File: config.mk
export PLATFORM = sky130hd
export DESIGN_NAME = seqBranchSequencer
export DESIGN_NICKNAME = d
export VERILOG_FILES = /design/src/rtl/seqPkg.sv /design/src/rtl/seqCondMux.sv /design/src/rtl/seqRom.sv /design/src/rtl/seqStateReg.sv /design/src/rtl/seqBranchSequencer.sv
export SDC_FILE = /design/constraint.sdc
export NUM_CORES = 1
export LEC_CHECK = 0
export ABC_AREA = 1
export BUFFER_PORTS_ARGS = -buffer_cell sky130_fd_sc_hd__buf_2
export CORE_AREA = 2 2 39 41
export CTS_CLUSTER_SIZE = 25
export DETAILED_ROUTE_END_ITERATION = 6
export DIE_AREA = 0 0 41 43
export PLACE_DENSITY_LB_ADDON = 0.1
export SETUP_SLACK_MARGIN = 0.05
export SYNTH_ARGS = -nofsm -noshare
export SYNTH_HDL_FRONTEND = slang
export SYNTH_SLANG_ARGS = --single-unit
File: constraint.sdc
create_clock -name clk -period 3.2 [get_ports clk]
set_input_delay 0.96 -clock clk [delete_from_list [all_inputs] [get_ports clk]]
set_output_delay 0.96 -clock clk [all_outputs]
set_load 0.02 [all_outputs]
File: src/rtl/seqPkg.sv
package seqPkg;
  localparam int STATE_W = 4;
  localparam int CTRL_W  = 14;
  localparam int COND_W  = 4;
  localparam int NUM_STATES = 1 << STATE_W;
  localparam int BRANCH_W = 2;
  localparam int NUM_BRANCH = 1 << BRANCH_W;
  localparam int VERT_ADDR_W = STATE_W + BRANCH_W;

  typedef logic [STATE_W-1:0] state_t;
  typedef logic [CTRL_W-1:0]  ctrl_t;

  // Strobes handed from the ROM (control) to the state register (datapath).
  typedef struct packed {
    ctrl_t  ctrl;
    state_t nextState;
  } seqStrobe_t;

  typedef struct packed {
    logic betaSel;
    logic alphaSel;
  } condSel_t;

  typedef struct packed {
    ctrl_t  ctrl;
    state_t next;
  } vertWord_t;

  typedef struct packed {
    ctrl_t                        ctrl;
    logic [NUM_BRANCH-1:0][STATE_W-1:0] cand;
    condSel_t                     sel;
  } horzWord_t;

  // Microprogram definition shared by both layouts.
  function automatic ctrl_t progCtrl(state_t s);
    return {~s, s, s ^ 4'h5, s[3] ^ s[0], s[1]};
  endfunction

  function automatic state_t progNext(state_t s, logic [BRANCH_W-1:0] k);
    state_t t;
    t = s * 4'd5 + {2'b00, k} * 4'd3 + 4'd1;
    return t;
  endfunction

  function automatic condSel_t progSel(state_t s);
    condSel_t c;
    c.alphaSel = s[0];
    c.betaSel  = s[1];
    return c;
  endfunction

  function automatic vertWord_t vertRomWord(logic [VERT_ADDR_W-1:0] addr);
    vertWord_t w;
    w.ctrl = progCtrl(addr[VERT_ADDR_W-1:BRANCH_W]);
    w.next = progNext(addr[VERT_ADDR_W-1:BRANCH_W], addr[BRANCH_W-1:0]);
    return w;
  endfunction

  function automatic horzWord_t horzRomWord(state_t s);
    horzWord_t w;
    w.ctrl = progCtrl(s);
    for (int k = 0; k < NUM_BRANCH; k++) begin
      w.cand[k] = progNext(s, BRANCH_W'(k));
    end
    w.sel = progSel(s);
    return w;
  endfunction
endpackage

File: src/rtl/seqCondMux.sv
module seqCondMux
  import seqPkg::*;
(
  input  logic [COND_W-1:0]   cond,
  input  condSel_t            sel,
  output logic [BRANCH_W-1:0] condPair
);
  logic alphaBit;
  logic betaBit;

  always_comb begin
    alphaBit = sel.alphaSel ? cond[1] : cond[0];
    betaBit  = sel.betaSel  ? cond[3] : cond[2];
    condPair = {betaBit, alphaBit};
  end
endmodule

File: src/rtl/seqRom.sv
module seqRom
  import seqPkg::*;
#(
  parameter bit IS_HORIZONTAL = 1'b0
) (
  input  state_t              state,
  input  logic [BRANCH_W-1:0] condPair,
  output condSel_t            condSel,
  output seqStrobe_t          strobe
);
  generate
    if (IS_HORIZONTAL) begin : g_horz
      horzWord_t word;
      assign word    = horzRomWord(state);
      assign condSel = word.sel;
      assign strobe.ctrl = word.ctrl;
      for (genvar i = 0; i < STATE_W; i++) begin : g_bitMux
        logic [NUM_BRANCH-1:0] candBits;
        for (genvar k = 0; k < NUM_BRANCH; k++) begin : g_gather
          assign candBits[k] = word.cand[k][i];
        end
        assign strobe.nextState[i] = candBits[condPair];
      end
    end else begin : g_vert
      logic [VERT_ADDR_W-1:0] romAddr;
      vertWord_t word;
      assign condSel = progSel(state);
      assign romAddr = {state, condPair};
      assign word    = vertRomWord(romAddr);
      assign strobe.ctrl      = word.ctrl;
      assign strobe.nextState = word.next;
    end
  endgenerate
endmodule

File: src/rtl/seqStateReg.sv
module seqStateReg
  import seqPkg::*;
(
  input  logic   clk,
  input  logic   rst,
  input  state_t nextState,
  output state_t state
);
  always_ff @(posedge clk) begin
    if (rst) state <= '0;
    else     state <= nextState;
  end
endmodule

File: src/rtl/seqBranchSequencer.sv
module seqBranchSequencer
  import seqPkg::*;
#(
  parameter bit IS_HORIZONTAL = 1'b0
) (
  input  logic              clk,
  input  logic              rst,
  input  logic [COND_W-1:0] cond,
  output logic [CTRL_W-1:0] ctrlOut,
  output logic [STATE_W-1:0] state
);
  condSel_t            condSel;
  logic [BRANCH_W-1:0] condPair;
  seqStrobe_t          strobe;
  state_t              curState;

  seqCondMux u_condMux (
    .cond     (cond),
    .sel      (condSel),
    .condPair (condPair)
  );

  seqRom #(.IS_HORIZONTAL(IS_HORIZONTAL)) u_rom (
    .state    (curState),
    .condPair (condPair),
    .condSel  (condSel),
    .strobe   (strobe)
  );

  seqStateReg u_stateReg (
    .clk       (clk),
    .rst       (rst),
    .nextState (strobe.nextState),
    .state     (curState)
  );

  assign state   = curState;
  assign ctrlOut = strobe.ctrl;
endmodule

==> reports/qor.txt <==
register area share after synthesis: 16.89%
placement-stage worst setup slack: 0.03886 ns
net count after synthesis: 83
Setup Viol. Count Final: 0
HPWL Detailed: 612.7 um
vias in the first global route: 314
initial cell density of the core: 34.27%
relative slew slack: 83.01%
average instance area after synthesis: 6.679 um^2
leakage: 0.3234 nW
number of pins exceeding their max-slew limit in the final report: 0
vias per std cell: 3.884
actual slew at the worst max-slew pin: 0.2522 ns
distinct cell type count of the synthesized netlist: 13
number of port buffers: 23
CTS tree: yes
htree depth: 1
buffers plus inverters on the worst setup path: 3
antenna-violating nets left: 0
cell with the largest stage delay on the worst path: fa_1
antenna violations before repair: 0
critical path's most frequent cell: nand2_1
number of register bits inferred by synthesis: 4
Hold Path Class: flip-flop to flip-flop
clock skew: 0.005274 ns
Die Height: 43 um
crit-path max FO: 3
combined area of all synthesized cells: 474.2 um^2
overall overflow remaining after global route: 0
register with the most flip-flops: u_stateReg.state
pwr/cell area: 1102 nW/um^2
number of primary I/O pins: 24
gp weighted congestion: 0.7475
all-layer global routing usage: 11.08%
highest-count cells in the layout ignoring fill and taps: buf_2, nand2_1, inv_1
signed area change from the synthesized netlist to the final layout: 5.277%
Max Clk Rate: 0.3455 GHz
post-layout minimum cycle time: 2.895 ns
data arrival time at the worst-slack endpoint: 3.03 ns
Via Count: 369
post-CTS clock slew at the launch and capture registers of the worst setup and hold paths: 0.04 ns
largest net degree at the start of global routing: 8
CP Class: input port to flip-flop
cell type group with the largest total delay on the critical path: adder cells
sum of routed wire length over all layers: 699 um
average wire length per cell after detail routing: 7.358 um
worst setup margin: 0.3054 ns
final hold violation count: 0
worst endpoint required time: 3.34 ns
global-route wire length before repair: 1.242 mm
kind of start point of the critical path: input port
iteration-0 DRC count of the detailed router: 5
worst ir drop on vdd: 336.7 uV
number of max-capacitance violations reported: 0
Final #Nets: 93
fraction of final layout cells sized beyond drive strength 1: 36.71%
Cell Chain, Critical Path: buf_2, nand2_1, nand2_2, ha_1, ha_1, ha_1, inv_1, fa_1, inv_1, nand2_1, nand2_1, nand2_1, nand2_1, nand2_1, nand2_1, nor2_1
yosys warns: 0
hold buffer count at CTS: 0
flip-flop count of the largest register, all copies and words added: 4
# DRC: 0
# rows: 14
horizontal die dimension: 41 um
Layout Utilization: 36.08%
count of fill cells added during filler insertion: 160
largest registers: u_stateReg.state: 4 flops
Clock Sink Count: 4
nature of the critical path endpoint: flip-flop
final worst-path cycle share: 90.46%
commonest non-fill, non-tap cell in the layout: buf_2
clock insertion delay at the later pin of the skew report: 0.24 ns
area of the die: 1763 um^2
setup repair after global routing missed its margin: false
Pre-Repair DR Iteration Count: 2
Root Driver: clkbuf_4
# diodes: 0
outcome: completed
maximum count of clock buffers along a single path: 2
Max stage delay on crit path: 0.43 ns
placeable core region: 1384 um^2
Setup TNS: 0 ns
cell count after synthesis: 71
number of buffers created by CTS: 3
-- timing repair --
action | CTS | global route
setup endpoints to repair | 0 | 1
gates resized for setup | 0 | 1
hold endpoints to repair | 0 | 0
setup buffers | 0 | 0
-- synthesized netlist by cell type --
| cell type | count | area share, % |
|---|---|---|
| inv_2 | 1 | 0.79 |
| ha_1 | 5 | 13 |
| xor2_1 | 1 | 1.8 |
| nand2_2 | 1 | 1.3 |
| nand3_1 | 1 | 1.1 |
| buf_4 | 18 | 28 |
| dfxtp_1 | 4 | 17 |
| nand2_1 | 18 | 14 |
| nor2_1 | 5 | 4.0 |
| fa_1 | 1 | 4.2 |
| nand3b_1 | 1 | 1.6 |
| inv_1 | 13 | 10 |
| o21ai_0 | 2 | 2.1 |
-- per-stage QoR --
step	area (um^2)	hold slack, ns	power (mW)	std cells
after floorplan	474.2	0.6343	0.4967	71
after global placement	474.2	0.6821	0.4892	92
after detailed placement	474.2	0.7029	0.4931	92
after CTS	496.7	0.7020	0.5612	95
after global routing	499.2	0.7756	0.6273	95
final	499.2	0.6824	0.5499	95
-- where the power goes --
group | total [mW] | leakage (nW) | internal (mW) | switching, mW
Sequential | 0.0957 | 0.0333 | 0.0702 | 0.0254
Clock | 0.0642 | 0.0138 | 0.0420 | 0.0221
Combinational | 0.390 | 0.276 | 0.139 | 0.251
-- routing by layer --
metal  GRT usage, %  part of all wire (%)  vias up
li1               -                     -      206
met1          15.26                    44      151
met2          12.19                    47       12
met3          9.424                   9.2        0
met4          4.000                     0        0
met5              0                     0        -
-- final timing paths --
check                                          from             endpoint  slack [ns]  depth (start not counted)
worst max-delay path                        cond[2]  u_stateReg.state[3]        0.31                         16
worst min-delay path            u_stateReg.state[1]  u_stateReg.state[3]        0.68                          4
worst max register to register  u_stateReg.state[1]  u_stateReg.state[3]        0.60                         16
worst min register to register  u_stateReg.state[1]  u_stateReg.state[3]        0.68                          4
-- layout make-up --
type                    count  area [um^2]  share of cell area, %
inverters                  14        52.55                  10.53
multi-input cells          35        209.0                  41.85
flip-flops and latches      4        80.08                  16.04
repair buffers             23        115.1                  23.06
clock buffers               3        22.52                  4.511
well taps                  16        20.02                  4.010
-- worst register-to-register path, cell delays in order, from the launching register on --
cell,delay (ns)
dfxtp_1,0.40
inv_1,0.11
nand2_1,0.12
nand2_2,0.07
ha_1,0.29
ha_1,0.30
ha_1,0.27
inv_1,0.05
fa_1,0.44
inv_1,0.07
nand2_1,0.06
nand2_1,0.06
nand2_1,0.05
nand2_1,0.08
nand2_1,0.05
nand2_1,0.05
nor2_1,0.03
-- logic make-up after synthesis --
logic type / share of synthesized area [%]
compound gates: 2.111
xor+xnor: 1.847
buf+inv: 39.58
flops: 16.89
fa+ha+maj: 17.41
simple gates: 22.16
Note: power is estimated with default switching activity, not from simulation.
